### src/rtl/wdog_pkg.sv
package wdog_pkg;
  localparam int MULT_W = 5;
  localparam int RES_W  = 2;

  typedef struct packed {
    logic              steer;
    logic [MULT_W-1:0] mult;
    logic [RES_W-1:0]  res;
  } wdog_cfg_t;
endpackage

### src/rtl/wdog_pin_edge.sv
module wdog_pin_edge #(
  parameter int STAGES = 2
) (
  input  logic clk,
  input  logic rst,
  input  logic pin,
  output logic kick_o
);
  logic [STAGES:0] sh_q;

  always_ff @(posedge clk) begin
    if (rst) sh_q <= '0;
    else     sh_q <= {sh_q[STAGES-1:0], pin};
  end

  assign kick_o = sh_q[STAGES] ^ sh_q[STAGES-1];
endmodule

### src/rtl/wdog_timebase.sv
module wdog_timebase #(
  parameter int MULT_W   = 5,
  parameter int RES_W    = 2,
  parameter int STEP_LOG = 2
) (
  input  logic              clk,
  input  logic              rst,
  input  logic              tick,
  input  logic              restart,
  input  logic [MULT_W-1:0] load_mult,
  input  logic [RES_W-1:0]  res,
  output logic              expire
);
  localparam int RES_N  = 1 << RES_W;
  localparam int UNIT_W = STEP_LOG * (RES_N - 1);

  logic [UNIT_W-1:0] last_tbl [RES_N];
  logic [UNIT_W-1:0] unit_q;
  logic [UNIT_W-1:0] unit_last;
  logic [MULT_W-1:0] rem_q;
  logic              wrap;
  logic              live;

  for (genvar gi = 0; gi < RES_N; gi++) begin : g_last
    assign last_tbl[gi] = UNIT_W'((1 << (STEP_LOG * gi)) - 1);
  end

  assign unit_last = last_tbl[res];
  assign wrap      = (unit_q == unit_last);
  assign live      = (rem_q != '0);
  assign expire    = tick && !restart && live && wrap && (rem_q == MULT_W'(1));

  always_ff @(posedge clk) begin
    if (rst) begin
      unit_q <= '0;
      rem_q  <= '0;
    end else if (restart) begin
      unit_q <= '0;
      rem_q  <= load_mult;
    end else if (tick && live) begin
      if (wrap) begin
        unit_q <= '0;
        rem_q  <= rem_q - MULT_W'(1);
      end else begin
        unit_q <= unit_q + UNIT_W'(1);
      end
    end
  end
endmodule

### src/rtl/wdog_pulse.sv
module wdog_pulse #(
  parameter int PULSE_TICKS = 4
) (
  input  logic clk,
  input  logic rst,
  input  logic start,
  input  logic tick,
  output logic pulse_n
);
  localparam int CNT_W = $clog2(PULSE_TICKS + 1);

  logic             active_q;
  logic [CNT_W-1:0] cnt_q;

  always_ff @(posedge clk) begin
    if (rst) begin
      active_q <= 1'b0;
      cnt_q    <= '0;
    end else if (start) begin
      active_q <= 1'b1;
      cnt_q    <= '0;
    end else if (active_q && tick) begin
      if (cnt_q == CNT_W'(PULSE_TICKS - 1)) active_q <= 1'b0;
      else                                  cnt_q    <= cnt_q + CNT_W'(1);
    end
  end

  assign pulse_n = !active_q;
endmodule

### src/rtl/wdog_steer.sv
module wdog_steer
  import wdog_pkg::*;
#(
  parameter int PULSE_TICKS = 4,
  parameter int SYNC_STAGES = 2,
  parameter int STEP_LOG    = 2,
  parameter int AUX_W       = 4
) (
  input  logic             clk,
  input  logic             rst,
  input  logic             tick16,
  input  logic             cfg_we,
  input  logic [7:0]       cfg_wdata,
  input  logic             aux_we,
  input  logic [AUX_W-1:0] aux_wdata,
  input  logic             kick_pin,
  output logic [7:0]       cfg_q,
  output logic [AUX_W-1:0] aux_q,
  output logic             wd_flag,
  output logic             irq_n,
  output logic             sysrst_n
);
  wdog_cfg_t   cfg_r;
  wdog_cfg_t   wr_cfg;
  logic        pin_kick;
  logic        restart;
  logic        expire;
  logic        exp_irq;
  logic        exp_rst;
  logic        zero_wr;
  logic [MULT_W-1:0] load_mult;
  logic [RES_W-1:0]  cur_res;

  assign wr_cfg    = wdog_cfg_t'(cfg_wdata);
  assign restart   = cfg_we || pin_kick;
  assign load_mult = cfg_we ? wr_cfg.mult : cfg_r.mult;
  assign cur_res   = cfg_we ? wr_cfg.res  : cfg_r.res;
  assign exp_irq   = expire && !cfg_r.steer;
  assign exp_rst   = expire &&  cfg_r.steer;
  assign zero_wr   = cfg_we && (cfg_wdata == 8'h00);

  wdog_pin_edge #(.STAGES(SYNC_STAGES)) u_pin (
    .clk(clk), .rst(rst), .pin(kick_pin), .kick_o(pin_kick)
  );

  wdog_timebase #(.MULT_W(MULT_W), .RES_W(RES_W), .STEP_LOG(STEP_LOG)) u_tb (
    .clk(clk), .rst(rst), .tick(tick16), .restart(restart),
    .load_mult(load_mult), .res(cur_res), .expire(expire)
  );

  wdog_pulse #(.PULSE_TICKS(PULSE_TICKS)) u_pulse (
    .clk(clk), .rst(rst), .start(exp_rst), .tick(tick16), .pulse_n(sysrst_n)
  );

  always_ff @(posedge clk) begin
    if (rst) begin
      cfg_r   <= '0;
      aux_q   <= '0;
      wd_flag <= 1'b0;
      irq_n   <= 1'b1;
    end else begin
      if (exp_rst) begin
        cfg_r <= '0;
        aux_q <= '0;
      end else begin
        if (cfg_we) cfg_r <= wr_cfg;
        if (aux_we) aux_q <= aux_wdata;
      end
      if (expire)       wd_flag <= 1'b1;
      else if (zero_wr) wd_flag <= 1'b0;
      if (exp_irq)      irq_n <= 1'b0;
      else if (zero_wr) irq_n <= 1'b1;
    end
  end

  assign cfg_q = cfg_r;
endmodule

### config.mk
export PLATFORM = sky130hd
export DESIGN_NAME = wdog_steer
export DESIGN_NICKNAME = d
export VERILOG_FILES = /design/src/rtl/wdog_pkg.sv /design/src/rtl/wdog_pin_edge.sv /design/src/rtl/wdog_timebase.sv /design/src/rtl/wdog_pulse.sv /design/src/rtl/wdog_steer.sv
export SDC_FILE = /design/constraint.sdc
export NUM_CORES = 1
export LEC_CHECK = 0
export BUFFER_PORTS_ARGS = -buffer_cell sky130_fd_sc_hd__buf_2
export CORE_MARGIN = 5
export CORE_UTILIZATION = 35
export DETAILED_ROUTE_END_ITERATION = 8
export HOLD_SLACK_MARGIN = 0.08
export PLACE_DENSITY_LB_ADDON = 0.25
export SKIP_LAST_GASP = 1
export SYNTH_ARGS = -nofsm -noshare
export SYNTH_HDL_FRONTEND = slang
export SYNTH_SLANG_ARGS = --single-unit
### constraint.sdc
create_clock -name clk -period 4.6 [get_ports clk]
set_input_delay 0 -clock clk [delete_from_list [all_inputs] [get_ports clk]]
set_output_delay 0 -clock clk [all_outputs]
set_load 0.01 [all_outputs]
==> results of run 1 <==
==> cell usage in the layout (no fill, tap or decap), drive strengths merged <==
| cell type | Yosys | layout |
|---|---|---|
| o311ai | 4 | 4 |
| nand3b | 2 | 2 |
| or3 | 1 | 1 |
| nor4b | 2 | 2 |
| mux2 | 2 | 2 |
| nand2 | 9 | 9 |
| buf | 5 | 32 |
| o2bb2ai | 1 | 1 |
| a31oi | 1 | 1 |
| nor2b | 4 | 4 |
| a211o | 3 | 3 |
| dfxtp | 32 | 32 |
| clkinv | 1 | 3 |
| o32a | 1 | 1 |
| nor2 | 26 | 26 |
| a41oi | 4 | 4 |
| xnor2 | 3 | 3 |
| and2 | 1 | 1 |
| nand3 | 5 | 5 |
| dlygate4sd3 | 0 | 17 |
| inv | 6 | 6 |
| o41ai | 2 | 2 |
| nor3 | 10 | 10 |
| xor2 | 7 | 7 |
| a31o | 1 | 1 |
| a211oi | 3 | 3 |
| a21oi | 2 | 2 |
| or4 | 1 | 1 |
| clkbuf | 5 | 6 |
| nand4 | 7 | 7 |
| o211ai | 1 | 1 |
| nor4 | 2 | 2 |
| nor3b | 2 | 2 |
| mux2i | 13 | 13 |
| and4b | 1 | 1 |
| ha | 6 | 6 |
==> metal layers <==
| metal | share of wire [%] | GRT usage [%] |
|---|---|---|
| met1 | 46 | 16.48 |
| met2 | 47 | 21.31 |
| met3 | 4.9 | 3.784 |
| met4 | 1.7 | 4.720 |
| met5 | 0 | 0 |
==> repair_timing <==
action / 4_1_cts / 5_1_grt
hold buffers: 17 / 0
endpoints found under the setup margin: 0 / 0
endpoints found under the hold margin: 13 / 0
gates resized for setup: 0 / 0
==> metrics by stage <==
step	std cells	total power, mW	instance area (µm²)	hold WS [ns]
3_5_place_dp	252	0.4140	1815	0.2175
5_1_grt	277	0.6804	2078	0.1264
4_1_cts	277	0.6520	2078	0.1015
2_1_floorplan	176	0.3869	1644	0.1282
3_3_place_gp	252	0.4150	1815	0.2160
6_report	277	0.6411	2078	0.1057
==> area by class of cell <==
cell class	instances	area (µm²)	share of cell area [%]
Sequential cell	32	640.6	30.82
Inverter	7	26.28	1.264
Tap cell	54	67.56	3.251
Multi-Input combinational cell	127	920.9	44.31
Clock inverter	2	10.01	0.4816
Timing Repair Buffer	49	330.3	15.89
Clock buffer	6	82.58	3.974
==> report_power, final <==
part           switching (mW)  internal (mW)
Sequential             0.0127          0.290
Clock                   0.103          0.119
Combinational          0.0632         0.0529
==> worst min-delay path, delay by kind of cell <==
kind	cells	cell delay [ns]
multiplexers	1	0.14
AND/OR/NAND/NOR	1	0.12
buffers and inverters	1	0.09
==> sequential cells by signal (all words and copies together) (netlist names) <==
register / cells
irq_n: 1
cfg_q: 8
u_pin.sh_q: 3
u_tb.unit_q: 6
aux_q: 4
u_pulse.active_q: 1
u_tb.rem_q: 5
u_pulse.cnt_q: 3
wd_flag: 1
==> cells by family (layout without fill, tap and decap cells) <==
logic type | Yosys count | in the layout | synth area share (%)
AOI/OAI and AO/OA | 23 | 23 | 13.47
DFF | 32 | 32 | 38.96
buffers and inverters | 17 | 64 | 5.022
xor gates and xnor gates | 10 | 10 | 5.328
and+or+nand+nor | 73 | 73 | 23.36
muxes | 15 | 15 | 9.284
adders and majority gates | 6 | 6 | 4.566
==> final timing paths <==
path                         startpoint                  endpoint  depth (start not counted)
max          u_tb.rem_q[0]$_SDFFE_PP0P_     cfg_q[6]$_SDFFE_PP0P_                          7
min                        cfg_wdata[0]     cfg_q[0]$_SDFFE_PP0P_                          3
max reg2reg  u_tb.rem_q[0]$_SDFFE_PP0P_     cfg_q[6]$_SDFFE_PP0P_                          7
min reg2reg    u_pin.sh_q[0]$_SDFF_PP0_  u_pin.sh_q[1]$_SDFF_PP0_                          1
==> flow_summary_export.csv, run 1 <==
group,metric,value,unit
outcome,status,"completed",
placement,io_buffers,32,
synthesis,synth_area,0.001644,mm²
sta,timing.setup.tns,0,ns
cells_and_area,layout-drive-gt1-share,22.87,%
clock_tree,h-tree-depth,2,
power,p_per_area,308.5,mW/mm²
clock_tree,path_clk_slew,0.07,ns
grt,grt_pass1_wl,6423,µm
setup_path,reg2reg_slack,2.30,ns
die,die_area,0.006168,mm²
sta,worst_slack,2.303,ns
cells_and_area,num_antenna_cells,0,
synthesis,synth_area_per_cell,9.341,µm²
placement,hpwl,2531,µm
setup_path,cpMaxStageDelayCell,"o41ai_4",
cells_and_area,fin_nets,246,
sta,finalSetupViolCount,0,
clock_tree,cts-root-buf,"clkbuf_8",
setup_path,crit_fanout,14,
clock_tree,numCtsBuffers,5,
synthesis,synth.top_cells.by_count,"dfxtp_1 (32), nor2_1 (25), mux2i_1 (13)",
placement,gp_congestion,0.7124,
synthesis,syn_nets,200,
setup_path,max_stage_delay,0.71,ns
synthesis,synth_largest_area_cell,"dfxtp_1",
setup_path,worstPathRequired,4.74,ns
grt,grt_pass1_vias,1423,
sta,rsz0062_at_grt,"no",
detailed_routing,wl_per_cell,13.03,µm
placement,place_worst_setup_slack,2.276,ns
synthesis,synth_ff_type,"dfxtp_1",
synthesis,synth_area_leaders,"dfxtp_1 (39%), mux2i_1 (7.9%), nor2_1 (5.7%)",
sta,skew,0.004585,ns
synthesis,synth.most_common_cell,"dfxtp_1",
grt,grt_usage,13.14,%
detailed_routing,drtIter0Drc,72,
power,ir_worst_vdd,0.1813,mV
setup_path,critPathBufInv,1,
setup_path,worstSetupPathType,"reg2reg",
sta,period_needed,2.297,ns
clock_tree,post-cts-setup-buffer-count,0,
die,die-width,78.54,µm
run,drv_cap,0,
setup_path,cp.arrival,2.44,ns
grt,grt_remaining_overflow,0,
sta,hold_viol_final,0,
die,io_pins,33,
setup_path,start_kind,"register",
grt,grt_start_max_net_pins,20,
clock_tree,cts_tree,"yes",
sta,max_freq,435.4,MHz
cells_and_area,finish.utilization,44.89,%
die,core_area,0.004629,mm²
detailed_routing,viasPerCell,5.123,
cells_and_area,fill_cells,463,
setup_path,critPathTopFamily,"simple AND/OR/NAND/NOR gates",
sta,slew_violations,0,
detailed_routing,dr.pass1.iters,4,
clock_tree,clk_latency,0.28,ns
detailed_routing,final_antenna_net_count,0,
sta,slew_headroom,38.62,%
synthesis,yosysTopAreaCellShare,38.96,%
sta,max_slew.worst_pin.slew,0.9190,ns
grt,antenna_found_initial,0,
synthesis,yosysWarningCount,0,
die,fp-row-count,25,
setup_path,worstSetupEndpointType,"register",
synthesis,ys_ff_latch,32,
setup_path,crit_chain,"inv_1, ha_1, nor4b_2, and4b_1, nor2_2, o41ai_4, nor2_1",
cells_and_area,area_growth,26.41,%
sta,fin_crit_sh,49.93,%
synthesis,synth_seq_area_share,38.96,%
detailed_routing,vias,1419,
detailed_routing,drc,0,
detailed_routing,totalWireLength,3610,µm
synthesis,synthCells,176,
power,p_leak,0.8592,nW
synthesis,synth_edf_count,0,
worst_hold_path,min_path_type,"in2reg",
die,initial_core_util,35.51,%
synthesis,async_reset_ff_share,0,%
clock_tree,cts_sinks,32,
clock_tree,cts_buffer_depth,2,
synthesis,yosys.cell_types.count,44,
die,die_h,78.54,µm
No activity file was read; power rests on OpenSTA's default activity.
==> run 2, diff against run 1 <==
- clock period: 4.6 -> 2.3 ns (I/O delays scaled with it)
==> run 2 against run 1 <==
Effect of this change: wire length grew 11%; critical path depth rose by 1; clock power grew 96%; combinational power up 120%; count of clock-buffer cells in the layout is 2 higher; register-to-register slack worse by 2.1 ns; non-clock buffer count up 8; setup slack worse by 2.1 ns; clock skew about the same.
==> flow_summary_export.csv, run 2 (synthesized netlist as in run 1, its figures left out) <==
group,metric,value,unit
detailed_routing,drc,0,
sta,rsz0062_at_grt,"yes",
die,initial_core_util,35.51,%
sta,holdWs,0.1070,ns
setup_path,cp-endpoint,"u_tb.unit_q[5]$_SDFFE_PP0P_",
detailed_routing,totalWireLength,3992,µm
detailed_routing,final_antenna_net_count,0,
setup_path,start_kind,"register",
clock_tree,numCtsBuffers,5,
die,io_pins,33,
die,core_area,0.004629,mm²
sta,max_freq,477.8,MHz
grt,antenna_found_initial,0,
detailed_routing,viasPerCell,5.158,
power,p_leak,0.8942,nW
setup_path,reg2reg_from,"u_tb.rem_q[0]$_SDFFE_PP0P_",
power,ir_worst_vdd,0.3703,mV
grt,grt_start_max_net_pins,19,
sta,slew_headroom,60.93,%
cells_and_area,final_cell_mix,"dfxtp_1 (32), buf_2 (32), nor2_1 (25)",
grt,grt_remaining_overflow,0,
sta,fin_crit_sh,91.00,%
power,p_per_area,605.4,mW/mm²
setup_path,crit_fanout,10,
cells_and_area,area_growth,29.91,%
outcome,status,"completed",
cells_and_area,largest_register_ffs,8,
setup_path,worstSetupPathType,"reg2reg",
clock_tree,cts_buffer_depth,2,
setup_path,worstPathRequired,2.51,ns
die,die_h,78.54,µm
clock_tree,cts_sinks,32,
detailed_routing,wl_per_cell,14.01,µm
clock_tree,cts_tree,"yes",
cells_and_area,num_antenna_cells,0,
grt,grt_pass1_vias,1451,
sta,max_slew.worst_pin.slew,0.5825,ns
grt,grt_usage,14.12,%
die,fp-row-count,25,
setup_path,r2r_end,"u_tb.unit_q[5]$_SDFFE_PP0P_",
clock_tree,path_clk_slew,0.06,ns
sta,skew,0.004866,ns
cells_and_area,fin_area,0.002136,mm²
cells_and_area,fin_nets,254,
placement,gp_congestion,0.7755,
clock_tree,h-tree-depth,2,
setup_path,reg2reg_slack,0.21,ns
cells_and_area,layout-drive-gt1-share,24.68,%
cells_and_area,seq_area,640.6,µm²
worst_hold_path,min_from,"cfg_we",
detailed_routing,drtIter0Drc,76,
sta,finalSetupViolCount,0,
setup_path,reg2reg_depth,8,
cells_and_area,fill_cells,460,
sta,period_needed,2.093,ns
clock_tree,clk_latency,0.28,ns
sta,hold_viol_final,0,
sta,slew_violations,0,
worst_hold_path,min_path_type,"in2reg",
detailed_routing,dr.pass1.iters,4,
placement,dpl_cell_area,0.001868,mm²
setup_path,worstSetupEndpointType,"register",
grt,grt_pass1_wl,6872,µm
setup_path,cp.arrival,2.31,ns
detailed_routing,vias,1470,
placement,hpwl,2838,µm
sta,worst_slack,0.2070,ns
placement,io_buffers,32,
cells_and_area,multiInputGateArea,920.9,µm²
placement,place_worst_setup_slack,0.05731,ns
die,die-width,78.54,µm
clock_tree,cts-root-buf,"clkbuf_8",
sta,timing.setup.tns,0,ns
power,power.total,1.293,mW
die,die_area,0.006168,mm²
run,drv_cap,0,
setup_path,startpoint,"u_tb.rem_q[0]$_SDFFE_PP0P_",
-- run 2: critical path: stages (launching register included) --
cell	delay, ns
dfxtp_1	0.35
inv_1	0.11
ha_1	0.14
nor4b_2	0.40
and4b_1	0.28
nor2_2	0.20
buf_4	0.22
o211ai_2	0.17
nor2_1	0.15
-- run 2: power by group --
group	leakage [nW]	switching, mW	internal [mW]	total (mW)
Sequential	0.262	0.0236	0.580	0.604
Combinational	0.587	0.135	0.119	0.254
Clock	0.0455	0.191	0.244	0.435
-- run 2: final cells by class --
class | instances | area share, %
Multi-Input combinational cell | 127 | 43.12
Tap cell | 54 | 3.163
Clock buffer | 8 | 4.218
Inverter | 7 | 1.230
Sequential cell | 32 | 29.99
Timing Repair Buffer | 57 | 18.28
-- run 2: what timing repair did --
| action | 4_1_cts | 5_1_grt |
|---|---|---|
| gates resized for setup | 0 | 1 |
| buffers inserted | 0 | 1 |
| endpoints found under the hold margin | 12 | 0 |
| endpoints found under the setup margin | 0 | 15 |
| hold buffers | 17 | 0 |
-- run 2: worst min-delay path by stage --
stage                                    end  slack (ns)  cells after the start
finish                 cfg_q[7]$_SDFFE_PP0P_        0.11                      3
floorplan           u_pin.sh_q[0]$_SDFF_PP0_        0.13                      1
global placement    u_pin.sh_q[0]$_SDFF_PP0_        0.21                      2
global route           cfg_q[1]$_SDFFE_PP0P_        0.14                      3
CTS                    cfg_q[7]$_SDFFE_PP0P_        0.10                      3
detailed placement  u_pin.sh_q[0]$_SDFF_PP0_        0.22                      2
-- run 2: metal layers --
metal  vias to the layer above  part of all wire (%)  track usage, %
met5                         -                     0               0
met4                         0                   1.4           5.245
met3                         7                   4.5           4.243
met2                        29                    48           23.01
met1                       689                    46           17.46
li1                        745                     -               -
-- run 2: per-stage QoR --
step / util (%) / instances
2_1_floorplan: - / 176
3_3_place_gp: 40.35 / 259
3_5_place_dp: 40.35 / 259
4_1_cts: 45.97 / 284
5_1_grt: 46.14 / 285
6_report: 46.14 / 285
==> run 3, diff against run 2 <==
- ABC_AREA: not set -> 1
==> run 3 against run 2 <==
Effect of this change: sequential power barely moved; synthesized area fell by 0.76%; sequential cell count did not move; cell count rose by 12%; global-route usage fell by 1.1 points; sequential share of layout area rose by 1.6 points; largest power group unchanged; wire length fell by 8.3%; die area fell by 0.66%; setup slack improved by 0.36 ns; critical endpoint is now cfg_q[5]$_SDFFE_PP0P_; critical path depth rose by 2.
==> flow_summary_export.csv, run 3 <==
group,metric,value,unit
setup_path,reg2reg_from,"u_tb.rem_q[0]$_SDFFE_PP0P_",
sta,skew,0.003146,ns
detailed_routing,wl_per_cell,11.51,µm
sta,period_needed,1.732,ns
detailed_routing,dr.pass1.iters,4,
cells_and_area,multiInputGateArea,829.5,µm²
power,ir_worst_vdd,0.3221,mV
sta,max_freq,577.5,MHz
synthesis,synth_area_leaders,"dfxtp_1 (39%), nand2_1 (9.7%), nor2_1 (7.4%)",
die,initial_core_util,36.71,%
synthesis,synth.top_cells.by_count,"nand2_1 (42), dfxtp_1 (32), nor2_1 (32)",
grt,grt_remaining_overflow,0,
synthesis,async_reset_ff_share,0,%
grt,grt_pass1_wl,6237,µm
setup_path,worstPathRequired,2.46,ns
cells_and_area,final_common_cell,"nand2_1",
detailed_routing,totalWireLength,3660,µm
setup_path,critPathBufInv,2,
detailed_routing,final_antenna_net_count,0,
sta,finalSetupViolCount,0,
setup_path,start_kind,"register",
sta,slew_violations,0,
clock_tree,h-tree-depth,2,
synthesis,synth_top_family_by_area,"simple AND/OR/NAND/NOR gates",
placement,hpwl,2780,µm
setup_path,crit_fanout,15,
setup_path,max_stage_delay,0.33,ns
synthesis,synthCells,220,
die,core_area,0.004444,mm²
grt,antenna_found_initial,0,
setup_path,reg2reg_slack,0.57,ns
placement,io_buffers,32,
cells_and_area,fin_area,0.002026,mm²
detailed_routing,drtIter0Drc,76,
setup_path,worstSetupEndpointType,"register",
clock_tree,cts_buffer_depth,2,
synthesis,synth.most_common_cell,"nand2_1",
setup_path,cp.arrival,1.89,ns
grt,grt_pass1_vias,1390,
sta,rsz0062_at_grt,"no",
detailed_routing,viasPerCell,4.362,
synthesis,yosys.area_share.simple,32.82,%
cells_and_area,seq_area,640.6,µm²
clock_tree,cts-root-buf,"clkbuf_8",
sta,slew_headroom,80.10,%
synthesis,synth_largest_area_cell,"dfxtp_1",
die,io_pins,33,
clock_tree,cts_sinks,32,
synthesis,yosys.cell_types.count,31,
cells_and_area,num_antenna_cells,0,
power,p_leak,0.9633,nW
placement,gp_congestion,0.7923,
clock_tree,cts_tree,"yes",
synthesis,synth-xor-area-share,2.684,%
synthesis,ys_ff_latch,32,
synthesis,syn_nets,244,
synthesis,synth_edf_count,0,
die,fp-row-count,24,
synthesis,synth_seq_area_share,39.26,%
synthesis,synth_area_per_cell,7.416,µm²
synthesis,yosysTopAreaCellShare,39.26,%
cells_and_area,final_cell_mix,"nand2_1 (42), nor2_1 (32), dfxtp_1 (32), buf_2 (32), inv_1 (31)",
synthesis,synthAdderAreaFrac,4.601,%
grt,grt_usage,13.00,%
clock_tree,post-cts-setup-buffer-count,0,
cells_and_area,layout-drive-gt1-share,25.19,%
run,drv_cap,0,
sta,fin_crit_sh,75.29,%
detailed_routing,drc,0,
cells_and_area,area_growth,24.16,%
placement,dpl_cell_area,0.001829,mm²
worst_hold_path,min_path_type,"in2reg",
die,die_h,78.28,µm
synthesis,synth_ff_type,"dfxtp_1",
die,die_area,0.006127,mm²
setup_path,cpMaxStageDelayCell,"dfxtp_1",
sta,timing.setup.tns,0,ns
clock_tree,path_clk_slew,0.06,ns
worst_hold_path,min_from,"aux_we",
setup_path,worstSetupPathType,"reg2reg",
clock_tree,numCtsBuffers,5,
clock_tree,clk_latency,0.28,ns
setup_path,startpoint,"u_tb.rem_q[0]$_SDFFE_PP0P_",
sta,max_slew.worst_pin.slew,0.2985,ns
detailed_routing,vias,1387,
cells_and_area,fill_cells,477,
setup_path,cp_common_cell,"inv_1",
cells_and_area,fin_nets,290,
die,die-width,78.28,µm
synthesis,synth_mux_area_share,4.371,%
synthesis,synth-compound-area-share,6.365,%
synthesis,synth_area,0.001632,mm²
synthesis,yosysWarningCount,0,
setup_path,crit_chain,"inv_1, ha_1, nand3_1, nand2_1, inv_1, nand2_2, nor2_4, nand3_2, nand2_4, nor2_1",
sta,hold_viol_final,0,
outcome,status,"completed",
cells_and_area,largest_register_ffs,8,
grt,grt_start_max_net_pins,16,
setup_path,critPathTopFamily,"simple AND/OR/NAND/NOR gates",
sta,holdWs,0.09370,ns
power,p_per_area,641.1,mW/mm²
==> run 3: path summary, 6_finish.rpt <==
check | to | depth (start not counted)
min | aux_q[0]$_SDFFE_PP0P_ | 3
max reg2reg | cfg_q[5]$_SDFFE_PP0P_ | 10
max | cfg_q[5]$_SDFFE_PP0P_ | 10
min reg2reg | u_pin.sh_q[1]$_SDFF_PP0_ | 2
==> run 3: metal layers <==
layer	track usage (%)	vias to the layer above	part of all wire, %
li1	-	768	-
met2	20.72	22	46
met4	5.245	0	1.7
met5	0	-	0
met1	15.61	591	48
met3	5.263	6	4.9
==> run 3: area by class of cell <==
type                       instances  area share [%]
tap                               52           3.212
multi-input combinational        151           40.95
clock buffer                       7           4.756
inverter                          33           6.238
timing repair buffer              43           13.22
sequential                        32           31.62
==> run 3: cell families after synthesis <==
family,count (synthesis)
xor+xnor,5
simple gates,114
compound gates,19
flops,32
fa+ha+maj,6
buf+inv,37
mux,7
==> run 3: report_power, final <==
group          switching [mW]  internal [mW]  total [mW]  leakage (nW)
Sequential             0.0194          0.583       0.603         0.262
Combinational           0.139         0.0975       0.237         0.651
Clock                   0.193          0.266       0.459        0.0503
Total                   0.352          0.947        1.30         0.963
==> run 3: what timing repair did <==
item / CTS / global route
hold endpoints to repair: 11 / 0
hold buffers: 10 / 0
resized for setup: 0 / 0
==> run 3: through the flow <==
| step | util, % | cells | setup slack [ns] | total power, mW |
|---|---|---|---|---|
| finish | 45.58 | 318 | 0.5684 | 1.299 |
| global placement | 41.16 | 301 | 0.6518 | 0.8373 |
| floorplan | - | 220 | 0.7477 | 0.7751 |
| CTS | 45.58 | 318 | 0.5481 | 1.316 |
| global route | 45.58 | 318 | 0.3862 | 1.386 |
| detailed placement | 41.16 | 301 | 0.5712 | 0.8391 |
==> run 3: worst register-to-register path, stage by stage, from the launching register on <==
cell	delay (ns)
dfxtp_1	0.33
inv_1	0.08
ha_1	0.20
nand3_1	0.09
nand2_1	0.11
inv_1	0.16
nand2_2	0.11
nor2_4	0.13
nand3_2	0.10
nand2_4	0.22
nor2_1	0.09
